File: src/rtl/next_pc_unit.sv
module next_pc_unit #(
  parameter int DW = 32,
  parameter int JW = 26,
  parameter int OW = 16,
  parameter logic [DW-3:0] SYSCALL_WADDR = 'h100
) (
  input  logic          clk,
  input  logic          rst,
  input  logic [JW-1:0] jump_field,
  input  logic [OW-1:0] br_offset,
  input  logic [DW-1:0] rs_val,
  input  logic [DW-1:0] rt_val,
  input  logic [1:0]    br_kind,
  input  logic [1:0]    pc_src,
  output logic [DW-3:0] pc_word,
  output logic [DW-3:0] pc_next,
  output logic [DW-3:0] seq_word
);
  localparam int AW = DW - 2;

  logic          taken;
  logic [AW-1:0] addend;

  always_comb begin
    unique case (br_kind)
      2'b01:   taken = (rs_val == rt_val);
      2'b10:   taken = (rs_val != rt_val);
      2'b11:   taken = rs_val[DW-1];
      default: taken = 1'b0;
    endcase
  end

  assign addend   = taken ? {{(AW-OW){br_offset[OW-1]}}, br_offset} : '0;
  assign seq_word = pc_word + addend + AW'(1);

  always_comb begin
    unique case (pc_src)
      2'b00:   pc_next = seq_word;
      2'b01:   pc_next = {pc_word[AW-1:JW], jump_field};
      2'b10:   pc_next = rs_val[DW-1:2];
      default: pc_next = SYSCALL_WADDR;
    endcase
  end

  always_ff @(posedge clk) begin
    if (rst) pc_word <= '0;
    else     pc_word <= pc_next;
  end
endmodule

File: config.mk
export PLATFORM = sky130hd
export DESIGN_NAME = next_pc_unit
export DESIGN_NICKNAME = d
export VERILOG_FILES = /design/src/rtl/next_pc_unit.sv
export SDC_FILE = /design/constraint.sdc
export NUM_CORES = 1
export LEC_CHECK = 0
export BUFFER_PORTS_ARGS = -buffer_cell sky130_fd_sc_hd__clkbuf_2
export CORE_MARGIN = 2
export CORE_UTILIZATION = 42
export DETAILED_ROUTE_END_ITERATION = 10
export PLACE_DENSITY = 0.86
export SETUP_SLACK_MARGIN = 0.4
export SLEW_MARGIN = 15
export SYNTH_ARGS = -nofsm -noshare
export SYNTH_HDL_FRONTEND = slang
export SYNTH_SLANG_ARGS = --single-unit
File: constraint.sdc
create_clock -name clk -period 4.5 [get_ports clk]
set_input_delay 0.225 -clock clk [delete_from_list [all_inputs] [get_ports clk]]
set_output_delay 0.225 -clock clk [all_outputs]
set_load 0.01 [all_outputs]
; ---- Yosys cells after proc, flatten, opt, wreduce, memory -nomap -nowiden
; Index checks and enable logic that the tools add are counted.
[totals]
ff_bits = 30
out_inout_bits = 90
wordCells = 14
[classes]
addsub = 2
eq_ne = 7
muxes = 3
reduce_logical = 1
[op_table]
columns = op, n
row1 = $pmux W30 S3, 1
row2 = $eq A32 B32 Y1, 1
row3 = $ne A32 B32 Y1, 1
row4 = $add A30 B1 Y30 const B, 1
row5 = $add A30 B30 Y30, 1
row6 = $mux W30, 1
row7 = $eq A2 B2 Y1 const B, 3
row8 = $eq A2 B1 Y1 const B, 2
row9 = $pmux W1 S3, 1
row10 = $logic_not A2 Y1, 1

; ---- Logic depth before layout (Yosys ltp)
[depth]
ltp_word = 6
depth_mapped = 17

; ---- Least setup slack after synthesis
; OpenSTA, ideal clock, no wires.
[synth_timing]
path_kind = input port to output port
start = input rt_val[31]
end = output pc_next[29]
path_stages = 16
path_slack_ns = 0.216
arrival_time_ns = 4.059
required_ns = 4.275
n_path_buf = 1
path_cell_list = xnor2_1 -> nand4_1 -> nor4_2 -> a21oi_1 -> a311oi_2 -> clkbuf_1 -> and2_1 -> ha_1 -> a21oi_1 -> o21ai_1 -> nor2_1 -> or4b_4 -> and3b_1 -> a211o_1 -> a211o_1 -> nand3_1
[synth_between]
elab_chain_len = 6
elab_cells_between_ends = 7
classes_between = add/sub: 2 / eq/ne: 2 / mux: 3
[synth_lines]
columns = item, line_no
row1 = "start, declared", 12  ; input logic [DW-1:0] rt_val,
row2 = $ne A32 B32 Y1 / $eq A32 B32 Y1 (equally long branches), "27, 26"
row3 = $pmux W1 S3 (*), 25  ; unique case (br_kind)
row4 = $mux W30 (*), 33  ; assign addend = taken ? {{(AW-OW){br_offset[OW-1]}}, br_offset} : '0;
row5 = $add A30 B30 Y30 (*), 34  ; assign seq_word = pc_word + addend + AW'(1);
row6 = $add A30 B1 Y30 (*), 34
row7 = $pmux W30 S3 (*), 37  ; unique case (pc_src)
row8 = "end, declared", 16  ; output logic [DW-3:0] pc_next,
; Every way passes the cells marked *; elsewhere a longest branch is shown, timed or not.

; ---- Worst setup path in the final report
[layout_timing]
start = input rt_val[2]
end = output pc_next[29]
; The elaborated chain is that of the path after synthesis.

==> metrics.txt <==
# TYPE chip_impl_metric gauge
chip_impl_info{name="clock_tree.root_cell",value="sky130_fd_sc_hd__clkbuf_8"} 1
chip_impl_metric{name="cp_data_arrival_time",unit="ns"} 4.20
chip_impl_info{name="worstReg2RegEnd",value="pc_word[23]$_SDFF_PP0_"} 1
chip_impl_metric{name="timing.critical_path.fanout_max",unit=""} 5
chip_impl_metric{name="die_area",unit="um2"} 9831
chip_impl_info{name="layout.cells.most_common_list",value="sky130_fd_sc_hd__clkbuf_2, sky130_fd_sc_hd__buf_4, sky130_fd_sc_hd__nand2_1"} 1
chip_impl_metric{name="grt_pass1_wl",unit="um"} 24670
chip_impl_metric{name="clock_tree.htree_level_count",unit=""} 2
chip_impl_info{name="worstSetupStartpointType",value="input pin"} 1
chip_impl_metric{name="ioPinCount",unit=""} 202
chip_impl_metric{name="drv_cap",unit=""} 0
chip_impl_metric{name="slew_worst_pin",unit="ns"} 0.8854
chip_impl_metric{name="cts_num_sinks",unit=""} 30
chip_impl_metric{name="clock_insertion_delay_worst_skew",unit="ns"} 0.29
chip_impl_info{name="cts_tree",value="done"} 1
chip_impl_metric{name="floorplan.die.height",unit="um"} 99.15
chip_impl_metric{name="met2_usage",unit="%"} 53.79
chip_impl_info{name="worstSetupStartpoint",value="rt_val[2]"} 1
chip_impl_metric{name="cts.reportedPaths.clkPinSlew",unit="ns"} 0.08
chip_impl_metric{name="num-fill-cells",unit=""} 678
chip_impl_metric{name="global_route.usage.total",unit="%"} 31.53
chip_impl_metric{name="regToRegSetupSlack",unit="ns"} 1.43
chip_impl_metric{name="place.gp.congestion",unit=""} 1.023
chip_impl_metric{name="coreArea",unit="um2"} 8763
chip_impl_info{name="dominantRegCellSynth",value="sky130_fd_sc_hd__dfxtp_1"} 1
chip_impl_info{name="slowest_cell_on_the_critical_path",value="sky130_fd_sc_hd__or4b_4"} 1
chip_impl_info{name="result_of_the_run",value="finished clean"} 1
chip_impl_metric{name="grt_start_max_net_pins",unit=""} 39
chip_impl_metric{name="yosys_warnings",unit=""} 0
chip_impl_metric{name="final_count_of_hold_timing_violations",unit=""} 0
chip_impl_metric{name="fmaxAchievable",unit="MHz"} 225.8
chip_impl_metric{name="number_of_flip_flops_under_the_largest_register_name",unit=""} 30
chip_impl_metric{name="synth_area",unit="um2"} 3802
chip_impl_metric{name="number_of_failing_setup_endpoints_in_the_final_timing_report",unit=""} 0
chip_impl_metric{name="power_density",unit="nW/um2"} 211.0
chip_impl_metric{name="r2r_depth",unit=""} 14
chip_impl_metric{name="grt-ovfl-total",unit=""} 0
chip_impl_info{name="timing.critical_path.cells",value="clkbuf_2 -> xnor2_2 -> nand4_1 -> nor4_4 -> a21oi_2 -> a311oi_2 -> buf_4 -> buf_6 -> buf_6 -> nand2_4 -> inv_2 -> ha_4 -> nor2b_4 -> o31ai_4 -> o211ai_2 -> or4b_4 -> and3b_1 -> a211o_1 -> a211o_1 -> nand3_1 -> buf_2"} 1
chip_impl_metric{name="synthDistinctLibCells",unit=""} 59
chip_impl_metric{name="syn_inst",unit=""} 522
chip_impl_metric{name="hpwl_after_detailed_placement",unit="um"} 12070
chip_impl_info{name="endpoint_kind",value="primary output"} 1
chip_impl_metric{name="antenna_found_initial",unit=""} 0
chip_impl_info{name="synthDominantAreaCellType",value="sky130_fd_sc_hd__dfxtp_1"} 1
chip_impl_metric{name="final_area",unit="um2"} 6346
chip_impl_info{name="path_category_of_the_worst_min_delay_check",value="in -> reg"} 1
chip_impl_info{name="top_usage_layer",value="met2"} 1
chip_impl_metric{name="first_global_vias",unit=""} 4883
chip_impl_metric{name="row_count",unit=""} 34
chip_impl_metric{name="yosys_reg_bits",unit=""} 30
chip_impl_metric{name="worst-endpoint-required",unit="ns"} 4.28
chip_impl_metric{name="cp_slowest_stage_delay",unit="ns"} 0.55
chip_impl_metric{name="async_reset_ff_share",unit="%"} 0
chip_impl_metric{name="floorplan.initialDensity",unit="%"} 43.39
chip_impl_info{name="synth.top_cells.by_area",value="sky130_fd_sc_hd__dfxtp_1, sky130_fd_sc_hd__xnor2_1, sky130_fd_sc_hd__ha_1"} 1
chip_impl_metric{name="grt_util_met1",unit="%"} 39.89
chip_impl_metric{name="placement.cell_area",unit="um2"} 4991
chip_impl_info{name="crit_type",value="in -> out"} 1
chip_impl_metric{name="antenna-diode-count",unit=""} 0
chip_impl_metric{name="routed_wl",unit="um"} 17550
chip_impl_metric{name="gr-usage-met3",unit="%"} 5.200
chip_impl_metric{name="drive_gt1_share",unit="%"} 49.87
chip_impl_metric{name="worst_clock_skew",unit="ns"} 0.006518
chip_impl_metric{name="totalPowerFinal",unit="mW"} 1.339
chip_impl_metric{name="cts_max_path_buffers",unit=""} 2
chip_impl_metric{name="drt-pass1-iter-count",unit=""} 7
chip_impl_metric{name="ir_drop",unit="uV"} 120.9
chip_impl_metric{name="post-synth-top-area-fraction",unit="%"} 15.79
chip_impl_info{name="critPathCapture",value="pc_next[29]"} 1
chip_impl_metric{name="total_leakage_power",unit="nW"} 3.164
chip_impl_info{name="reg2reg_from",value="pc_word[1]$_SDFF_PP0_"} 1
chip_impl_metric{name="post_synth_edffs",unit=""} 0
chip_impl_info{name="layout.cells.most_common",value="sky130_fd_sc_hd__clkbuf_2"} 1
chip_impl_metric{name="fin_util",unit="%"} 72.42
chip_impl_metric{name="synth_fp_nets",unit=""} 664
chip_impl_metric{name="routed-via-count",unit=""} 5291
chip_impl_info{name="reg.largest.list",value="pc_word: 30 flops"} 1
chip_impl_metric{name="wl_per_cell",unit="um"} 19.72
chip_impl_metric{name="synth_seq_area_share",unit="%"} 15.79
chip_impl_metric{name="final_net_count",unit=""} 923
chip_impl_metric{name="portBuffers",unit=""} 201
chip_impl_metric{name="drv_slew",unit=""} 0
chip_impl_info{name="max_flop_register",value="pc_word"} 1
chip_impl_metric{name="synth_area_per_cell",unit="um2"} 7.284
chip_impl_metric{name="holdWs",unit="ns"} 0.1987
chip_impl_metric{name="areaGrowthSynthToFinish",unit="%"} 66.90
chip_impl_metric{name="worst_slew_margin_rel",unit="%"} 40.98
chip_impl_metric{name="post_detailed_route_via_to_cell_ratio",unit=""} 5.945
chip_impl_metric{name="ant_nets",unit=""} 0
chip_impl_metric{name="final.min_clock_period",unit="ns"} 4.429
chip_impl_metric{name="cts_inserted_buffers",unit=""} 5
chip_impl_info{name="grt_setup_unrepaired",value="yes"} 1
chip_impl_metric{name="drc_errors",unit=""} 0
chip_impl_metric{name="detailedRoute.firstIterationViolations",unit=""} 382
chip_impl_metric{name="period_share",unit="%"} 98.43
chip_impl_metric{name="fp.dieW",unit="um"} 99.15
-- synthesized netlist by cell type (all sizes together), types with 2 or more instances --
master and instances:
nor2 29, nor2b 14, nand2 49, nor3b 3, nand3 20, a21oi 50
or3 3, mux2i 19, o21a 6, xnor2 45, nor3 17, a31oi 10
and2 16, and3 13, o211ai 8, ha 29, a21boi 3, a311oi 2
a211o 3, nand4 13, and4 2, xor2 10, clkbuf 21, a21o 13
o31ai 4, dfxtp 30, nor4 4, inv 22, o21ai 32, a211oi 10
buf 4
-- worst max-delay path: cells and delay by family --
family / cells / cell delay, ns
AO/OA/AOI/OAI: 6 / 1.34
XOR/XNOR: 1 / 0.15
adder cells (fa/ha/maj): 1 / 0.20
buffers and inverters: 6 / 0.68
AND/OR/NAND/NOR: 7 / 1.60
-- layout make-up --
cell class                      count  area, um2  share of cell area (%)
Timing Repair Buffer              277       1730                   27.27
Sequential cell                    30      600.6                   9.464
Clock inverter                      1      5.005                 0.07886
Multi-Input combinational cell    445       3706                   58.40
Inverter                           22      82.58                   1.301
Tap cell                          108      135.1                   2.129
Clock buffer                        7      86.33                   1.360
-- power breakdown --
group / total, mW / switching [mW] / leakage (nW) / internal, mW
clock: 0.245 / 0.121 / 0.0482 / 0.124
sequential: 0.306 / 0.0201 / 0.248 / 0.286
combinational: 0.788 / 0.416 / 2.87 / 0.372
-- per-layer routing --
layer / share of wire [%] / up-vias
met5: 0 / -
met4: 4.6 / 0
met3: 9.1 / 66
met2: 48 / 328
met1: 38 / 2484
li1: - / 2413
-- cells by family after synthesis --
kind of cell	synth area share, %
AO/OA/AOI/OAI	26.13
XOR/XNOR	12.67
AND/OR/NAND/NOR	25.63
buffers and inverters	4.706
multiplexers	5.002
adder cells (fa/ha/maj)	10.07
flip-flops	15.79
-- worst min path at each step --
stage / start / to / cells after the start
final: jump_field[19] / pc_word[19]$_SDFF_PP0_ / 3
after global routing: jump_field[18] / pc_word[18]$_SDFF_PP0_ / 3
after CTS: jump_field[12] / pc_word[12]$_SDFF_PP0_ / 3
after detailed placement: jump_field[12] / pc_word[12]$_SDFF_PP0_ / 3
after global placement: jump_field[21] / pc_word[21]$_SDFF_PP0_ / 3
after floorplan: jump_field[12] / pc_word[12]$_SDFF_PP0_ / 2
-- repair_timing --
item / 4_1_cts / 5_1_grt
buffers inserted: 28 / 27
endpoints found under the setup margin: 30 / 42
pin swaps: 20 / 66
gates resized for setup: 69 / 143
hold buffers: 0 / 0
gates cloned: 2 / 0
-- through the flow --
stage	setup WS, ns	TNS, ns	cells
after floorplan	0.4001	0	522
after global placement	-0.007796	-0.007796	825
after detailed placement	-0.09778	-0.1067	825
after CTS	0.1885	0	863
after global routing	-0.1043	-0.3796	890
final	0.07056	0	890
Note: power is estimated with default switching activity, not from simulation.
